File: src/rtl/limp_pkg.sv
package limp_pkg;
  typedef enum logic [1:0] {
    SEL_OSC    = 2'd0,
    SEL_PLL    = 2'd1,
    SEL_BACKUP = 2'd2,
    SEL_OFF    = 2'd3
  } clkSel_e;

  typedef struct packed {
    logic enterLimp;
    logic exitLimp;
    logic gapClr;
    logic rstReq;
  } ctrlStrobe_t;
endpackage

File: src/rtl/limp_ctrl.sv
module limp_ctrl
  import limp_pkg::*;
(
  input  logic        clk,
  input  logic        rstN,
  input  logic        monEn,
  input  logic        fastMonEn,
  input  logic        noLimp,
  input  logic        lossNow,
  input  logic        countDone,
  output logic        inLimp,
  output logic        armed,
  output ctrlStrobe_t strobe
);
  typedef enum logic {ST_RUN, ST_LIMP} state_e;
  state_e state;

  assign inLimp = (state == ST_LIMP);
  assign armed  = inLimp | monEn | fastMonEn;

  always_comb begin
    strobe           = '0;
    strobe.enterLimp = !inLimp && lossNow && !noLimp;
    strobe.rstReq    = !inLimp && lossNow && noLimp;
    strobe.gapClr    = inLimp && lossNow;
    strobe.exitLimp  = inLimp && countDone;
  end

  always_ff @(posedge clk or negedge rstN) begin
    if (!rstN)                 state <= ST_RUN;
    else if (strobe.enterLimp) state <= ST_LIMP;
    else if (strobe.exitLimp)  state <= ST_RUN;
  end
endmodule

File: src/rtl/limp_datapath.sv
module limp_datapath
  import limp_pkg::*;
#(
  parameter int TIMEOUT      = 16,
  parameter int TIMEOUT_FAST = 4,
  parameter int EXIT_COUNT   = 4096,
  parameter int CNT_W        = 13
) (
  input  logic        clk,
  input  logic        rstN,
  input  logic        extTick,
  input  logic        fastMonEn,
  input  logic        armed,
  input  logic        inLimp,
  input  logic        pllWant,
  input  logic        pllLock,
  input  ctrlStrobe_t strobe,
  output logic        lossNow,
  output logic        countDone,
  output logic        clkMonRst,
  output clkSel_e     sysSel
);
  localparam int GAP_W = $clog2(TIMEOUT + 2);
  localparam logic [GAP_W-1:0] LAST_SLOW = GAP_W'(TIMEOUT - 1);
  localparam logic [GAP_W-1:0] LAST_FAST = GAP_W'(TIMEOUT_FAST - 1);
  localparam logic [CNT_W-1:0] LAST_EDGE = CNT_W'(EXIT_COUNT - 1);

  logic [GAP_W-1:0] gapCnt;
  logic [GAP_W-1:0] gapLast;
  logic [CNT_W-1:0] edgeCnt;
  clkSel_e          target;

  // gap timer: backup cycles since the last reference tick, saturating
  always_ff @(posedge clk or negedge rstN) begin
    if (!rstN)              gapCnt <= '0;
    else if (extTick)       gapCnt <= '0;
    else if (gapCnt != '1)  gapCnt <= gapCnt + 1'b1;
  end

  assign gapLast   = fastMonEn ? LAST_FAST : LAST_SLOW;
  assign lossNow   = armed && !extTick && (gapCnt == gapLast);
  assign countDone = inLimp && extTick && (edgeCnt == LAST_EDGE);

  // recovery tick counter, live only in limp-home
  always_ff @(posedge clk or negedge rstN) begin
    if (!rstN) edgeCnt <= '0;
    else if (!inLimp || strobe.enterLimp || strobe.exitLimp || strobe.gapClr)
      edgeCnt <= '0;
    else if (extTick)
      edgeCnt <= edgeCnt + 1'b1;
  end

  always_comb begin
    if (inLimp)                 target = SEL_BACKUP;
    else if (pllWant && pllLock) target = SEL_PLL;
    else                        target = SEL_OSC;
  end

  // break-before-make: gate the old source for one cycle, then take the new
  always_ff @(posedge clk or negedge rstN) begin
    if (!rstN)                  sysSel <= SEL_OSC;
    else if (sysSel == SEL_OFF) sysSel <= target;
    else if (sysSel != target)  sysSel <= SEL_OFF;
  end

  always_ff @(posedge clk or negedge rstN) begin
    if (!rstN) clkMonRst <= 1'b0;
    else       clkMonRst <= strobe.rstReq;
  end
endmodule

File: src/rtl/limp_home_ctrl.sv
module limp_home_ctrl
  import limp_pkg::*;
#(
  parameter int TIMEOUT      = 16,
  parameter int TIMEOUT_FAST = 4,
  parameter int EXIT_COUNT   = 4096,
  parameter int CNT_W        = 13
) (
  input  logic       clk,
  input  logic       rstN,
  input  logic       extTick,
  input  logic       monEn,
  input  logic       fastMonEn,
  input  logic       pllAuto,
  input  logic       pllSel,
  input  logic       noLimp,
  input  logic       pllLock,
  output logic [1:0] sysSel,
  output logic       limpHome,
  output logic       clkMonRst,
  output logic       monArmed
);
  ctrlStrobe_t strobe;
  logic        lossNow, countDone, inLimp, armed;
  clkSel_e     selInt;

  limp_ctrl u_ctrl (
    .clk(clk), .rstN(rstN), .monEn(monEn), .fastMonEn(fastMonEn),
    .noLimp(noLimp), .lossNow(lossNow), .countDone(countDone),
    .inLimp(inLimp), .armed(armed), .strobe(strobe)
  );

  limp_datapath #(
    .TIMEOUT(TIMEOUT), .TIMEOUT_FAST(TIMEOUT_FAST),
    .EXIT_COUNT(EXIT_COUNT), .CNT_W(CNT_W)
  ) u_dp (
    .clk(clk), .rstN(rstN), .extTick(extTick), .fastMonEn(fastMonEn),
    .armed(armed), .inLimp(inLimp), .pllWant(pllAuto & pllSel),
    .pllLock(pllLock), .strobe(strobe), .lossNow(lossNow),
    .countDone(countDone), .clkMonRst(clkMonRst), .sysSel(selInt)
  );

  assign sysSel   = selInt;
  assign limpHome = inLimp;
  assign monArmed = armed;
endmodule

File: config.mk
export PLATFORM = sky130hd
export DESIGN_NAME = limp_home_ctrl
export DESIGN_NICKNAME = d
export VERILOG_FILES = /design/src/rtl/limp_pkg.sv /design/src/rtl/limp_ctrl.sv /design/src/rtl/limp_datapath.sv /design/src/rtl/limp_home_ctrl.sv
export SDC_FILE = /design/constraint.sdc
export NUM_CORES = 1
export LEC_CHECK = 0
export BUFFER_PORTS_ARGS = -buffer_cell sky130_fd_sc_hd__buf_4
export CORE_MARGIN = 3
export CORE_UTILIZATION = 50
export DETAILED_ROUTE_END_ITERATION = 8
export HOLD_SLACK_MARGIN = 0.03
export PLACE_DENSITY = 0.73
export SYNTH_ARGS = -nofsm -noshare
export SYNTH_HDL_FRONTEND = slang
export SYNTH_SLANG_ARGS = --single-unit
File: constraint.sdc
create_clock -name clk -period 1.5 [get_ports clk]
set_input_delay 0.075 -clock clk [delete_from_list [all_inputs] [get_ports clk]]
set_output_delay 0.075 -clock clk [all_outputs]
set_load 0.1 [all_outputs]
Word level (Yosys, flattened, before mapping)
Cells that the tools add are included.
{ "word_totals": {"register_bits": 22, "in_bits": 9, "output_inout_bits": 5, "word_cells": 46} }
{ "classes": {"add_sub_neg": 2, "n_eq_ne": 5, "n_mux": 11, "bitwise_logic": 3, "reduce_logical": 20} }
{ "ops": {"columns": ["cell", "count"], "rows": [
  ["$mux 13", 2],
  ["$add 13x1->13 const B", 1],
  ["$eq 13x12->1 const B", 1],
  ["$logic_and 1x1->1", 10],
  ["$mux 5", 2],
  ["$reduce_bool 2->1", 4],
  ["$mux 2", 3],
  ["$add 5x1->5 const B", 1],
  ["$eq 5x5->1", 1],
  ["$ne 5x5->1 const B", 1],
  ["$mux 4", 1],
  ["$logic_not 1->1", 3],
  ["$logic_or 1x1->1", 3],
  ["$mux 1", 3],
  ["$eq 2x2->1 const B", 1],
  ["$ne 2x2->1", 1],
  ["$or 1x1->1", 2],
  ["$and 1x1->1", 1]
]} }

Depth between registers and ports, before layout
{ "logic_depth": {"ltp_word": 10, "ltp_mapped": 6, "ltp_nobuf": 6} }

Cells and area by module
From an unflattened synthesis, not the netlist that was laid out.
{ "unflattened": {"cells_unflattened": 114, "hier_area_um2": 1157.4} }
{ "by_module_without_submodules": {"columns": ["mod", "instances", "cells_each", "area_each_um2", "seq_area_each_um2"], "rows": [
  ["limp_datapath", 1, 105, 1069.8, 525.5],
  ["limp_ctrl", 1, 8, 81.3, 25.0],
  ["limp_home_ctrl", 1, 1, 6.3, 0.0]
]} }

Worst setup path before layout
OpenSTA, ideal clock, no wires.
{ "synth_timing": {"path_kind": "reg2reg", "start": "reg u_ctrl.state, in the netlist u_ctrl.inLimp", "end": "reg u_dp.edgeCnt[0]", "setup_time_ns": 0.119, "t_arrival_ns": 1.972, "required_time_ns": 1.381, "setup_slack_ns": -0.591, "stages_incl_launch_ff": 6, "n_path_buf": 1, "synth_period_minus_slack_ns": 2.091, "path_cell_list": "dfrtp_1 or3_4 o2111ai_4 nand2b_2 buf_6 nor2_1"} }
{ "synth_between": {"elab_chain_len": 10, "elab_cells_between_ends": 16, "classes_between": "1 x mux; 2 x bitwise; 13 x reduce/logical"} }
{ "synth_lines": {"columns": ["item", "line_no", "rtl"], "rows": [
  ["start: declaration", "limp_ctrl.sv:16", "state_e state;"],
  ["start signal: assignment", "limp_ctrl.sv:30", "if (!rstN) state <= ST_RUN;"],
  ["start signal: assignment", "limp_ctrl.sv:31", "else if (strobe.enterLimp) state <= ST_LIMP;"],
  ["start signal: assignment", "limp_ctrl.sv:32", "else if (strobe.exitLimp) state <= ST_RUN;"],
  ["$or 1x1->1 * (2 in series)", "limp_ctrl.sv:19", "assign armed = inLimp | monEn | fastMonEn;"],
  ["via monArmed", "limp_home_ctrl.sv:21", "output logic monArmed"],
  ["$logic_and 1x1->1 * (2 in series)", "limp_datapath.sv:41", "assign lossNow = armed && !extTick && (gapCnt == gapLast);"],
  ["$logic_and 1x1->1 (2 in series)", "limp_ctrl.sv:23", "strobe.enterLimp = !inLimp && lossNow && !noLimp;"],
  ["$logic_or 1x1->1 (2 in series)", "limp_datapath.sv:47", "else if (!inLimp || strobe.enterLimp || strobe.exitLimp || strobe.gapClr)"],
  ["$logic_or 1x1->1 *", "limp_datapath.sv:47", null],
  ["$mux 13 / $reduce_bool 2->1 (equally long branches)", null, null],
  ["end signal: assignment", "limp_datapath.sv:50", "edgeCnt <= edgeCnt + 1'b1;"],
  ["end: declaration", "limp_datapath.sv:30", "logic [CNT_W-1:0] edgeCnt;"]
]} }
The timed path passes the listed nets; every way through them passes the cells marked *.
A chain may end at the register's enable or synchronous reset.

Worst setup path in the final report
{ "layout_timing": {"start": "reg u_dp.gapCnt[1]", "end": "reg u_dp.gapCnt[3]"} }
{ "layout_between": {"elab_chain_len": 3, "elab_cells_between_ends": 5, "classes_between": "1 x add/sub; 1 x eq/ne; 2 x mux; 1 x reduce/logical"} }
{ "layout_lines": {"columns": ["item", "line_no", "rtl"], "rows": [
  ["start: declaration", "limp_datapath.sv:28", "logic [GAP_W-1:0] gapCnt;"],
  ["start signal: assignment", "limp_datapath.sv:37", "else if (gapCnt != '1) gapCnt <= gapCnt + 1'b1;"],
  ["$add 5x1->5", "limp_datapath.sv:37", null],
  ["$mux 5", "limp_datapath.sv:37", null],
  ["$mux 5", "limp_datapath.sv:36", "else if (extTick) gapCnt <= '0;"]
]} }
Parallel ways exist; a longest one is shown, timed or not. The select of a mux whose other input is x is not followed.

==> metrics.md <==
| Metric | Value |
|---|---|
| Crit path required time | `between 1500 and 2000 ps` |
| CTS buffer count | `3` |
| Routed vias | `approximately 860` |
| Post-synthesis adder-cell area fraction | `around 3.3%` |
| Compound-Gate Fraction of Synth Area | `6.362%` |
| Worst Hold Path EP | `u_dp.gapCnt[3]$_DFFE_PN0P_` |
| Port buffer count | `13` |
| Worst setup SP type | `flop` |
| Max-slew violation count | `0` |
| Setup WS pre-CTS | `3.826 ps` |
| Dpl cells | `152` |
| CP Cell Sequence | `ha_2 -> and3_4 -> ha_4 -> nand4b_1 -> xor2_1 -> nor2_1` |
| Slew HR | `78.37%` |
| Worst hold margin | `32.48 ps` |
| Top delay family on crit path | `simple AND/OR/NAND/NOR gates` |
| Dpl hpwl | `1.523 mm` |
| Worst Tran Pin Value | `between 300 and 400 ps` |
| Post-synthesis mux area share | `2.679%` |
| Reg-to-reg endpoint | `u_dp.gapCnt[3]$_DFFE_PN0P_` |
| Drt initial violations | `18` |
| FF-to-FF path depth | `6` |
| Total iterations of the first detailed-routing run | `4` |
| Total power | `roughly 1600 µW` |
| Core Util, Final | `70.59%` |
| Die footprint | `2846 µm²` |
| Largest net degree at the start of global routing | `23` |
| Clk buf depth | `2` |
| Max frequency | `698.8 MHz` |
| Hold Path Stages | `2` |
| Initial Util | `54.90%` |
| Seq cells post-synth | `22` |
| Worst-path clk slew | `120 ps` |
| Area Overhead vs Synth | `28.57%` |
| Fin cells | `161` |
| WP buf/inv | `0` |
| Critical Path Sink Type | `flop` |
| Crit share post-route | `95.40%` |
| Final Wtd Congestion | `0.8365` |
| Clock skew | `~8.3 ps` |
| Fin crit period | `1431 ps` |
| H-Tree Depth | `1` |
| Sequential share of the synthesized area | `a little under 50%` |
| Ant diodes | `0` |
| Final Hold Vio Count | `0` |
| Max Cap Viol | `0` |
| Hold wc startpoint | `extTick` |
| Power per cell area | `1106 nW/µm²` |
| Endpoints failing setup | `0` |
| Simple-gate share of the synthesized area | `24.11%` |
| I/O pin total | `14` |
| Reg2reg start | `u_dp.gapCnt[1]$_DFFE_PN0P_` |
| GRT overflow | `0` |
| RSZ-0062 raised after global routing | `true` |
| Via/cell ratio | `approximately 5.3` |
| Clock tree from TritonCTS | `yes` |
| Syn Nets | `116` |
| Chip Height | `53.35 µm` |
| Flop2flop setup slack | `70 ps` |
| WL final | `around 2.3 mm` |
| WL/cell | `between 10 and 15 µm` |
| Maximum vdd drop | `1.347 mV` |
| Most common cell after layout, fill and taps aside | `buf_4` |
| Main combinational cell family by area after synthesis | `simple AND/OR/NAND/NOR gates` |
| Row Count | `16` |
| ANT nets after route | `0` |
| Syn Inst Count | `104` |
| CP max-delay cell | `dfrtp_1` |
| Core Area | `2042 µm²` |
| Worst skew pair latency | `300 ps` |
| Arr. time, crit path | `1670 ps` |
| GRT Total Usage | `17.63%` |
| Slowest stage delay, CP | `400 ps` |
| Initial antenna violation count | `0` |
| Worst Hold Class | `input port to flop` |
| Layout cells sized above 1 | `32.09%` |
| Netlist Area Pre-Place | `1121 µm²` |
| Die W | `around 53 µm` |
| Residual DRC | `0` |
| Nets | `147` |
| Avg Cell Area, Syn | `10.78 µm²` |
| Setup ws final | `69.03 ps` |
| Root buffer cell | `clkbuf_4` |
| Crit path max fanout | `4` |
| WS Path Type | `flop to flop` |
| First-pass GRT wire length | `between 3 and 4 mm` |
| Vias in the first global route | `853` |
| Synth warn | `0` |
| P_leak | `0.0006311 µW` |
| Most frequent cells in the layout | `buf_4 (24), nor2_1 (22), dfrtp_1 (20)` |
| Netlist cell types | `29` |
| Status | `finished clean` |
| Post-Synth XOR/XNOR Area | `11.72%` |
| Sink Count | `22` |
routing by layer:
metal	vias up	GRT usage [%]	routed length (µm)
met5	-	0	0
met4	0	8.085	27
met3	4	2.817	86
met2	25	30.41	1173
met1	407	21.14	981
li1	425	-	-
synthesized netlist by cell type:
library cell	count	area, µm²
and4_2	1	10.01
nand4_1	4	25.02
inv_1	2	7.510
nor3_1	3	15.01
nor2_1	22	82.58
nand4_2	1	12.51
nor3b_1	2	15.01
nand3_1	6	30.03
o41ai_2	1	16.27
nand2b_1	1	6.260
nand4b_1	1	8.760
nand2_1	3	11.26
dfrtp_1	22	550.5
nor4_1	2	12.51
mux2i_1	3	30.03
nor2b_1	1	6.260
o31ai_1	1	7.510
xor2_1	6	52.55
buf_6	2	22.52
a21o_1	1	7.510
or3_4	1	11.26
a31oi_1	1	6.260
o2111ai_4	1	26.28
ha_1	3	37.54
nand2b_2	1	8.760
a22oi_1	1	7.510
xnor2_1	9	78.83
and3b_1	1	8.760
and3_1	1	6.260
metrics by stage:
step	setup TNS [ps]	area, µm²
final	0	1441
after global routing	-39.87	1441
after CTS	0	1401
after detailed placement	0	1316
after global placement	0	1316
after floorplan	-1814	1132
final cells by class:
cell class,instances,area (µm²)
fillers,161,600.6
clock buffers,4,26.28
repair buffers,27,211.5
multi-input cells,79,606.8
inverters,2,7.507
well taps,27,33.78
flip-flops and latches,22,555.5
power by group:
part / internal, µW / switching, µW / total [µW]
registers: 646 / 38.5 / 685
clock network: 103 / 169 / 272
logic: 200 / 438 / 638
total: 949 / 645 / 1590
cells by family (layout without fill, tap and decap cells):
family | after synthesis | after routing
xor+xnor | 15 | 15
flops | 22 | 22
fa+ha+maj | 3 | 3
simple gates | 51 | 52
buf+inv | 4 | 33
mux | 3 | 3
compound gates | 6 | 6
registers in the layout, summed over array words and instances, names as in the netlist:
register,cells
u_ctrl.inLimp,1
u_dp.clkMonRst,1
u_dp.gapCnt,5
u_dp.sysSel,2
u_dp.edgeCnt,13
worst max-delay path by stage:
stage	startpoint	cells past startpoint	slack (ps)	end
global placement	u_dp.gapCnt[0]$_DFFE_PN0P_	6	60	u_dp.gapCnt[3]$_DFFE_PN0P_
global route	u_dp.gapCnt[1]$_DFFE_PN0P_	6	-20	u_dp.gapCnt[1]$_DFFE_PN0P_
finish	u_dp.gapCnt[1]$_DFFE_PN0P_	6	70	u_dp.gapCnt[3]$_DFFE_PN0P_
detailed placement	u_dp.edgeCnt[0]$_DFFE_PN0P_	5	4	u_dp.edgeCnt[4]$_DFFE_PN0P_
CTS	u_dp.gapCnt[1]$_DFFE_PN0P_	6	30	u_dp.gapCnt[3]$_DFFE_PN0P_
floorplan	u_ctrl.inLimp$_DFFE_PN0P_	5	-160	u_dp.edgeCnt[11]$_DFFE_PN0P_
what timing repair did:
item,4_1_cts,5_1_grt
endpoints found under the setup margin,12,16
pin swaps,1,2
gates resized for setup,4,6
setup buffers,1,1
endpoints found under the hold margin,23,0
hold buffers,2,0
gates cloned,1,0
Power figures use the tool's default switching activity.
